`config.mk`:
```
export PLATFORM = sky130hd
export DESIGN_NAME = attr_index_gen
export DESIGN_NICKNAME = d
export VERILOG_FILES = /design/src/rtl/attr_idx_pkg.sv /design/src/rtl/attr_odd_mod.sv /design/src/rtl/attr_magic_mul.sv /design/src/rtl/attr_index_gen.sv
export SDC_FILE = /design/constraint.sdc
export NUM_CORES = 2
export LEC_CHECK = 0
export BUFFER_PORTS_ARGS = -buffer_cell sky130_fd_sc_hd__buf_4
export CAP_MARGIN = 20
export CORE_MARGIN = 1.5
export CORE_UTILIZATION = 30
export CTS_BUF_LIST = sky130_fd_sc_hd__clkbuf_2
export DETAILED_ROUTE_END_ITERATION = 16
export GPL_TIMING_DRIVEN = 0
export PLACE_DENSITY_LB_ADDON = 0.05
export RECOVER_POWER = 25
export SYNTH_ARGS = -nofsm -noshare
export SYNTH_HDL_FRONTEND = slang
export SYNTH_SLANG_ARGS = --single-unit
```
`constraint.sdc`:
```
create_clock -name clk -period 21.6 [get_ports clk]
set_input_delay 2.16 -clock clk [delete_from_list [all_inputs] [get_ports clk]]
set_output_delay 2.16 -clock clk [all_outputs]
set_load 0.03 [all_outputs]
```
`src/rtl/attr_idx_pkg.sv`:
```
package attr_idx_pkg;

  localparam int MODE_W = 3;

  typedef enum logic [MODE_W-1:0] {
    AM_UNUSED   = 3'd0,
    AM_LINEAR   = 3'd1,
    AM_POT_DIV  = 3'd2,
    AM_MODULO   = 3'd3,
    AM_NPOT_DIV = 3'd4
  } attr_mode_e;

  // highest legal odd-factor selector: divisor odd part = 2*sel+1 up to 9
  localparam int ODD_SEL_MAX = 4;

endpackage

```
`src/rtl/attr_odd_mod.sv`:
```
// Modulo by (2*sel+1) * 2^shift, split as: low bits pass, high part mod odd.
module attr_odd_mod #(
  parameter int IDX_W   = 32,
  parameter int SHIFT_W = 5,
  parameter int SEL_W   = 3
) (
  input  logic [IDX_W-1:0]   idx,
  input  logic [SHIFT_W-1:0] shift,
  input  logic [SEL_W-1:0]   sel,
  output logic [IDX_W-1:0]   res
);
  import attr_idx_pkg::*;

  localparam int NODD  = ODD_SEL_MAX + 1;
  localparam int REM_W = $clog2(2 * ODD_SEL_MAX + 1);

  logic [IDX_W-1:0] hi_part;
  logic [IDX_W-1:0] lo_mask;
  logic [REM_W-1:0] rems [NODD];
  logic [REM_W-1:0] rem_sel;

  assign hi_part = idx >> shift;
  assign lo_mask = ~({IDX_W{1'b1}} << shift);

  generate
    for (genvar k = 0; k < NODD; k++) begin : g_odd
      localparam logic [IDX_W-1:0] ODD_F = IDX_W'(2 * k + 1);
      logic [IDX_W-1:0] full_rem;
      assign full_rem = hi_part % ODD_F;
      assign rems[k]  = full_rem[REM_W-1:0];
    end
  endgenerate

  always_comb begin
    rem_sel = '0;
    for (int k = 0; k < NODD; k++) begin
      if (sel == SEL_W'(k)) rem_sel = rems[k];
    end
  end

  assign res = (IDX_W'(rem_sel) << shift) | (idx & lo_mask);

endmodule

```
`src/rtl/attr_magic_mul.sv`:
```
// Registered high half of a*b (+b when add_b): high half of (a+add_b)*b.
module attr_magic_mul #(
  parameter int W = 32
) (
  input  logic         clk,
  input  logic [W-1:0] a,
  input  logic [W-1:0] b,
  input  logic         add_b,
  output logic [W-1:0] hi
);
  localparam int PW = 2 * W;

  logic [PW-1:0] prod;
  logic [PW-1:0] addend;
  logic [W-1:0]  hi_next;
  logic [W-1:0]  lo_unused;

  assign prod    = {{W{1'b0}}, a} * {{W{1'b0}}, b};
  assign addend  = add_b ? {{W{1'b0}}, b} : '0;
  // (a+1)*b < 2^PW because b < 2^W, so the sum never wraps
  assign {hi_next, lo_unused} = prod + addend;

  always_ff @(posedge clk) begin
    hi <= hi_next;
  end

endmodule

```
`src/rtl/attr_index_gen.sv`:
```
module attr_index_gen
  import attr_idx_pkg::*;
#(
  parameter int IDX_W   = 32,
  parameter int SHIFT_W = 5,
  parameter int EXTRA_W = 3
) (
  input  logic               clk,
  input  logic               rst,
  input  logic               in_valid,
  input  logic [IDX_W-1:0]   in_index,
  input  logic [MODE_W-1:0]  in_mode,
  input  logic [SHIFT_W-1:0] in_shift,
  input  logic [EXTRA_W-1:0] in_extra,
  input  logic [IDX_W-1:0]   in_magic,
  output logic               out_valid,
  output logic [IDX_W-1:0]   out_index,
  output logic               out_err
);

  localparam logic [IDX_W-1:0]   TOP_BIT   = IDX_W'(1) << (IDX_W - 1);
  localparam logic [EXTRA_W-1:0] SEL_LIMIT = EXTRA_W'(ODD_SEL_MAX);
  localparam logic [EXTRA_W-1:0] RD_CODE   = EXTRA_W'(1);

  // ---------------- stage 1: capture and classify ----------------
  logic               s1_valid;
  logic [MODE_W-1:0]  s1_mode;
  logic [IDX_W-1:0]   s1_idx;
  logic [SHIFT_W-1:0] s1_shift;
  logic [EXTRA_W-1:0] s1_extra;
  logic [IDX_W-1:0]   s1_mag;
  logic               s1_rd;
  logic               s1_err;
  logic               in_bad;

  assign in_bad = (in_mode > MODE_W'(AM_NPOT_DIV)) ||
                  ((in_mode == MODE_W'(AM_MODULO)) && (in_extra > SEL_LIMIT));

  always_ff @(posedge clk) begin
    if (rst) s1_valid <= 1'b0;
    else     s1_valid <= in_valid;
    s1_mode  <= in_mode;
    s1_idx   <= in_index;
    s1_shift <= in_shift;
    s1_extra <= in_extra;
    s1_mag   <= in_magic | TOP_BIT;
    s1_rd    <= (in_mode == MODE_W'(AM_NPOT_DIV)) && (in_extra == RD_CODE);
    s1_err   <= in_bad;
  end

  // ---------------- stage 2: multiply and simple modes ----------------
  logic [IDX_W-1:0]   mul_hi;
  logic [IDX_W-1:0]   mod_res;
  logic [IDX_W-1:0]   alt_res;
  logic               s2_valid;
  logic               s2_npot;
  logic               s2_err;
  logic [SHIFT_W-1:0] s2_shift;
  logic [IDX_W-1:0]   s2_alt;

  attr_magic_mul #(.W(IDX_W)) u_mul (
    .clk   (clk),
    .a     (s1_idx),
    .b     (s1_mag),
    .add_b (s1_rd),
    .hi    (mul_hi)
  );

  attr_odd_mod #(
    .IDX_W   (IDX_W),
    .SHIFT_W (SHIFT_W),
    .SEL_W   (EXTRA_W)
  ) u_mod (
    .idx   (s1_idx),
    .shift (s1_shift),
    .sel   (s1_extra),
    .res   (mod_res)
  );

  always_comb begin
    alt_res = '0;
    if (!s1_err) begin
      unique case (s1_mode)
        MODE_W'(AM_LINEAR):  alt_res = s1_idx;
        MODE_W'(AM_POT_DIV): alt_res = s1_idx >> s1_shift;
        MODE_W'(AM_MODULO):  alt_res = mod_res;
        default:             alt_res = '0;
      endcase
    end
  end

  always_ff @(posedge clk) begin
    if (rst) s2_valid <= 1'b0;
    else     s2_valid <= s1_valid;
    s2_npot  <= (s1_mode == MODE_W'(AM_NPOT_DIV));
    s2_err   <= s1_err;
    s2_shift <= s1_shift;
    s2_alt   <= alt_res;
  end

  // ---------------- stage 3: post-shift and output register ----------------
  always_ff @(posedge clk) begin
    if (rst) begin
      out_valid <= 1'b0;
      out_err   <= 1'b0;
      out_index <= '0;
    end else begin
      out_valid <= s2_valid;
      out_err   <= s2_valid & s2_err;
      if (!s2_valid)    out_index <= '0;
      else if (s2_npot) out_index <= mul_hi >> s2_shift;
      else              out_index <= s2_alt;
    end
  end

endmodule

```
# Word-level counts from Yosys, hierarchy flattened

Cells that the tools add are included.

Multiply operators: 1
Divide/modulo/power cells: 4
$add $sub $neg: 1
Bitwise logic cells: 5
Eq/ne operators: 11
Reduce and logical (&&, ||, !) cells: 4
Shift-type cells: 4
Order comparisons: 2
Muxes and demuxes: 7

Operator list:

| cell                                                    | count |
|---|---|
| case mux 32 bit (3 select lines)                        | 1 |
| adder 64 bit                                            | 1 |
| remainder unit 32 x 3 -> 32 bit (second input constant) | 2 |
| multiplier 32 x 32 -> 64 bit                            | 1 |
| 2-to-1 mux 32 bit                                       | 2 |
| right shift 32 x 5 -> 32 bit                            | 2 |
| AND 32 bit                                              | 1 |
| remainder unit 32 x 2 -> 32 bit (second input constant) | 1 |
| remainder unit 32 x 4 -> 32 bit (second input constant) | 1 |
| inverter 32 bit                                         | 1 |
| bitwise OR 32 bit                                       | 1 |
| left shift 32 x 5 -> 32 bit (first input constant)      | 1 |
| left shift 4 x 5 -> 32 bit                              | 1 |
| 2-to-1 mux 4 bit                                        | 4 |
| == test 3 x 2 -> 1 bit (second input constant)          | 5 |
| == test 3 x 1 -> 1 bit (second input constant)          | 3 |
| == test 3 bit (second input constant)                   | 3 |
| > comparator 3 bit (second input constant)              | 2 |
| logical AND 1 bit                                       | 2 |
| OR reduction 2 bit                                      | 1 |
| AND 1 bit                                               | 1 |
| logical OR 1 bit                                        | 1 |
| inverter 1 bit                                          | 1 |

Memory bits (read-only): 0
Latch bits: 0
Logic and storage cells: 56
Bits of input ports: 78
Output and inout port bits: 34
Memory bits (writable): 0
Register bits: 183
Memories: 0

# Logic depth before layout (Yosys ltp)

Depth in word-level cells: 9
Mapped depth: 73
Mapped depth without buffers: 62

# Cells and area by module

From an unflattened synthesis, not the netlist that was laid out.

Cells, all modules: 7161
Area total of the unflattened synthesis: 59763.6 µm²

By module, submodules not included:

| module         | sequential area each (µm²) | cells an instance | times used | area an instance (µm²) |
|---|---|---|---|---|
| attr_magic_mul | 640.6                      | 3769              | 1          | 34428.0 |
| attr_odd_mod   | 0.0                        | 2653              | 1          | 17431.7 |
| attr_index_gen | 3022.9                     | 739               | 1          | 7903.8 |

# Worst setup path after synthesis

OpenSTA, ideal clock, no wires.

Path type: register to register
Start: reg s1_shift[0]
End: reg s2_alt[30]
Cell stages (with the launch flop): 66
Buffers on the path: 4
Slack: 5869 ps
Arrival time: 15614 ps
Cell sequence: dfxtp_1 > buf_4 > mux4_2 > a32oi_2 > nor2_2 > o221a_1 > o31a_1 > nand2_1 > mux2_2 > nor4b_4 > xnor2_1 > a41o_1 > a32o_1 > o21ai_1 > o311ai_1 > o21ai_2 > and2_1 > o2111a_2 > [... 30 more ...] > xnor2_1 > inv_1 > ha_1 > a311o_1 > a21oi_1 > xnor2_1 > ha_1 > inv_1 > nor2_1 > nand2_1 > mux2i_1 > o211ai_2 > mux2_4 > o21a_1 > or2_1 > a21oi_2 > o21ai_1 > a32o_1

Word-level cells in the longest chain between the ends: 9

RTL lines:

| element                            | line                                     | source |
|---|---|---|
| from (decl)                        | attr_index_gen.sv:29                     | `logic [SHIFT_W-1:0] s1_shift;` |
| from (signal assigned)             | attr_index_gen.sv:44                     | `s1_shift <= in_shift;` |
| right shift 32 x 5 -> 32 bit       | attr_odd_mod.sv:22, attr_index_gen.sv:85 |  |
| remainder unit 32 x 2 -> 32 bit    | attr_odd_mod.sv:29                       | `assign full_rem = hi_part % ODD_F;` |
| 2-to-1 mux 4 bit (4 in series)     | attr_odd_mod.sv:37                       | `if (sel == SEL_W'(k)) rem_sel = rems[k];` |
| left shift 4 x 5 -> 32 bit         | attr_odd_mod.sv:41                       | `assign res = (IDX_W'(rem_sel) << shift) \| (idx & lo_mask);` |
| bitwise OR 32 bit                  | attr_odd_mod.sv:41                       |  |
| case mux 32 bit (3 select lines) * | attr_index_gen.sv:83                     | `unique case (s1_mode)` |
| to (signal assigned)               | attr_index_gen.sv:98                     | `s2_alt <= alt_res;` |
| to (decl)                          | attr_index_gen.sv:59                     | `logic [IDX_W-1:0] s2_alt;` |

Every way passes the cells marked *; elsewhere a longest branch is shown, timed or not.
A chain may end at the register's enable or synchronous reset.

# Final worst setup path

Start: reg s1_idx[29]
End: reg s2_alt[29]

Word-level cells in the longest chain between the ends: 9

RTL lines:

| element                            | line                                     | source |
|---|---|---|
| from (decl)                        | attr_index_gen.sv:28                     | `logic [IDX_W-1:0] s1_idx;` |
| from (signal assigned)             | attr_index_gen.sv:43                     | `s1_idx <= in_index;` |
| right shift 32 x 5 -> 32 bit       | attr_odd_mod.sv:22, attr_index_gen.sv:85 |  |
| remainder unit 32 x 2 -> 32 bit    | attr_odd_mod.sv:29                       |  |
| 2-to-1 mux 4 bit (4 in series)     | attr_odd_mod.sv:37                       |  |
| left shift 4 x 5 -> 32 bit         | attr_odd_mod.sv:41                       |  |
| bitwise OR 32 bit                  | attr_odd_mod.sv:41                       |  |
| case mux 32 bit (3 select lines) * | attr_index_gen.sv:83                     |  |

Marked as above.

==> impl_results.md <==
* Hold-critical path depth at 0
* Clock tree skew after final layout at approximately 130 ps
* R2R depth at 66
* Setup slack, reg-to-reg at ~1300 ps
* DR pass1 iterations at 6
* Total DRC errors in the routed layout at 0
* Final worst path period share at 0.942
* Clock insertion delay at the later pin of the skew report at 1260 ps
* Core Box Area at between 150000 and 200000 sq um
* Total via count after detailed routing at 48711
* Sinks on the clock net at ~180
* Worst path arrival time at 21430 ps
* Mean number of vias per cell at 5.38
* Slew at the pin closest to its max-slew limit at 1310 ps
* Worst min-delay path category: register to register
* I/O Buffers at 110
* Summed instance area of the synthesized netlist at 53600 sq um
* Status: finished clean
* Data required time at the worst endpoint at 22690 ps
* Standard-cell row count at 154
* Synthesized netlist net count at 7816
* Clock Pin Slew Worst Setup and Hold Paths at between 300 and 400 ps
* Initial Utilization at 0.303
* Fill count at 19198
* Worst hold start: s1_shift[3]
* Overall overflow remaining after global route at 0
* Area enclosed by the die boundary at 181000 sq um
* Final net count at 7972
* Vertical die dimension at 426 um
* Pin count of the biggest net entering global routing at 21
* CTS Buffer Depth at 2
* CP max stage cell: sky130_fd_sc_hd__clkbuf_1
* Hpwl dp at 203000 um
* Fraction of final layout cells sized beyond drive strength 1 at 0.0595
* Wire length of the first global-routing pass at between 300000 and 400000 um
* FMAX at around 0.049 GHz
* Number of global-route vias before repair at between 50000 and 60000
* Global routing usage summed across all routing layers at 0.267
* Most numerous cell types in the synthesized netlist: sky130_fd_sc_hd__nand2_1, sky130_fd_sc_hd__inv_1, sky130_fd_sc_hd__fa_1
* DR WL/cell at ~27 um
* Final Slew Violations at 0
* Post-CTS Setup Repair Bufs at 0
* Cell chosen for the clock root: sky130_fd_sc_hd__clkbuf_2
* Antenna Nets Post-Route at 0
* Unrepaired setup endpoints after global routing: no
* Clock tree from TritonCTS: done
* Endpoints failing hold at 0
* Area growth from synthesis to final layout at 8.19%
* Shortest period the worst path allows at 20340 ps
* Max-cap viol count at 0
* Chip width at 426 um
* Endpoint type of the worst setup path: register
* Count of flip-flops with a built-in enable after synthesis at 0
* Number of warnings issued by yosys at 0
* Critical path launch point type: register
* Rel. slew slack at 0.124
* Initial detailed-routing violation count at 3696
* Synth area leaders: sky130_fd_sc_hd__fa_1, sky130_fd_sc_hd__nand2_1, sky130_fd_sc_hd__dfxtp_1, sky130_fd_sc_hd__inv_1, sky130_fd_sc_hd__ha_1
* Sum Neg Setup Slack at 0 ps
* Antenna violations before repair at 25
* Share of the yosys chip area belonging to registers at 0.0684
* Cell taking the most area after synthesis: sky130_fd_sc_hd__fa_1
* Crit-path most repeated cell: sky130_fd_sc_hd__clkbuf_1
* Prevailing post-synth register cell: sky130_fd_sc_hd__dfxtp_1
* Post-synth top area share at 0.346
* Synth unique cells at 130
* Max incr delay on CP at 890 ps
* Synth Register Bits at around 180
* Top Ports at about 110
* Syn Inst Count at 6534
* RePlAce Congestion at 0.947
* Maximum level of the CTS H-tree at 4
* Reg-to-Reg End: s2_alt[29]
* Critical Path Fanout Max at 10
* Type of the worst setup path: register to register
* Most frequent cell after synthesis: sky130_fd_sc_hd__nand2_1
* Worst flop-to-flop path startpoint: s1_idx[29]
* Post-synthesis area per instance at around 8 sq um
* Number of failing setup endpoints in the final timing report at 0
* Wire length after detailed routing at 241000 um
* Fraction of registers with async set/reset at 0
* Cts bufs inserted at 17
* Endpoint of the worst hold path: s2_shift[3]
[per-layer routing]
layer  vias up  GRT usage  part of all wire
met5         -          0           0.00017
met4         6     0.0916             0.037
met3       274     0.0316             0.049
met2      1464      0.460              0.49
met1     25046      0.344              0.42
li1      21921          -                 -
[final cells by class]
class                      count  area [sq um]  area share
multi-input combinational   4916         44500       0.767
sequential                   183          3660      0.0632
inverter                     965          3620      0.0625
tap                         2340          2930      0.0505
buffer                       470          1830      0.0316
timing repair buffer         137          1170      0.0203
clock inverter                14           173     0.00298
clock buffer                  18          90.1     0.00155
antenna                        8          20.0    0.000345
[cell families (layout without fill, tap and decap cells)]
family / after synthesis / after routing / share of synthesized area
AO/OA/AOI/OAI: 1208 / 1208 / 0.165
other: 0 / 8 / 0
buffers and inverters: 1435 / 1604 / 0.102
flip-flops: 183 / 183 / 0.0684
XOR/XNOR: 79 / 79 / 0.0129
multiplexers: 183 / 183 / 0.0425
AND/OR/NAND/NOR: 2230 / 2230 / 0.197
adder cells (fa/ha/maj): 1216 / 1216 / 0.413
[worst max-delay path: cells and delay by family, from the launching register on]
kind            cells  cell delay, ps
compound gates     32            9600
buf+inv             9            2660
flops               1             600
xor+xnor            2             460
fa+ha+maj           3             770
mux                 7            2940
simple gates       13            3150
[cells in the final DEF, fill, tap and decap left out, types with 65 or more instances in the layout]
master / Yosys / layout
sky130_fd_sc_hd__nor3_1: 103 / 103
sky130_fd_sc_hd__dfxtp_1: 183 / 183
sky130_fd_sc_hd__clkbuf_1: 398 / 400
sky130_fd_sc_hd__and2_1: 352 / 352
sky130_fd_sc_hd__mux2i_1: 105 / 105
sky130_fd_sc_hd__a211oi_1: 76 / 75
sky130_fd_sc_hd__fa_1: 927 / 927
sky130_fd_sc_hd__o211ai_1: 65 / 65
sky130_fd_sc_hd__o21ai_0: 162 / 161
sky130_fd_sc_hd__xnor2_1: 68 / 68
sky130_fd_sc_hd__nand3_1: 109 / 109
sky130_fd_sc_hd__inv_1: 958 / 958
sky130_fd_sc_hd__nor2_1: 322 / 322
sky130_fd_sc_hd__ha_1: 277 / 277
sky130_fd_sc_hd__a21oi_1: 224 / 224
sky130_fd_sc_hd__buf_4: 6 / 69
sky130_fd_sc_hd__nand2_1: 1032 / 1032
[timing repair]
action	CTS	global route
hold buffers	0	0
hold endpoints to repair	0	0
setup endpoints to repair	0	10
resized for setup	0	4
[flip-flops by register name, indices dropped and copies added, names as in the netlist]
name       cells
s1_rd          1
s1_idx        32
s2_err         1
s1_mode        3
s1_valid       1
s2_shift       5
s2_npot        1
out_valid      1
out_index     32
s1_shift       5
s1_extra       3
out_err        1
s2_valid       1
u_mul.hi      32
s1_err         1
s2_alt        32
s1_mag        31
[how the worst max path moves through the flow]
| stage | start | end | slack, ps | depth (start not counted) |
|---|---|---|---|---|
| 2_1_floorplan | s1_shift[0] | s2_alt[30] | 5870 | 65 |
| 3_3_place_gp | s1_idx[27] | s2_alt[29] | 790 | 64 |
| 3_5_place_dp | s1_idx[29] | s2_alt[29] | 1630 | 65 |
| 4_1_cts | s1_idx[29] | s2_alt[29] | 1530 | 66 |
| 5_1_grt | s1_idx[29] | s2_alt[15] | 30 | 66 |
| 6_report | s1_idx[29] | s2_alt[29] | 1260 | 66 |
[stage by stage]
stage	instance area, sq um	std cells	worst slack [ps]	hold slack [ps]	utilization
final	58000	9051	1260	373	0.328
after global routing	58000	9049	32.8	379	0.328
after global placement	57300	8984	788	349	0.324
after CTS	57900	9038	1530	373	0.327
after detailed placement	57700	9006	1630	344	0.326
after floorplan	53600	6534	5870	326	-
Power is left out: the tool's default activity adds up to more than one toggle a clock period on the data nets, which glitch-free logic cannot reach.
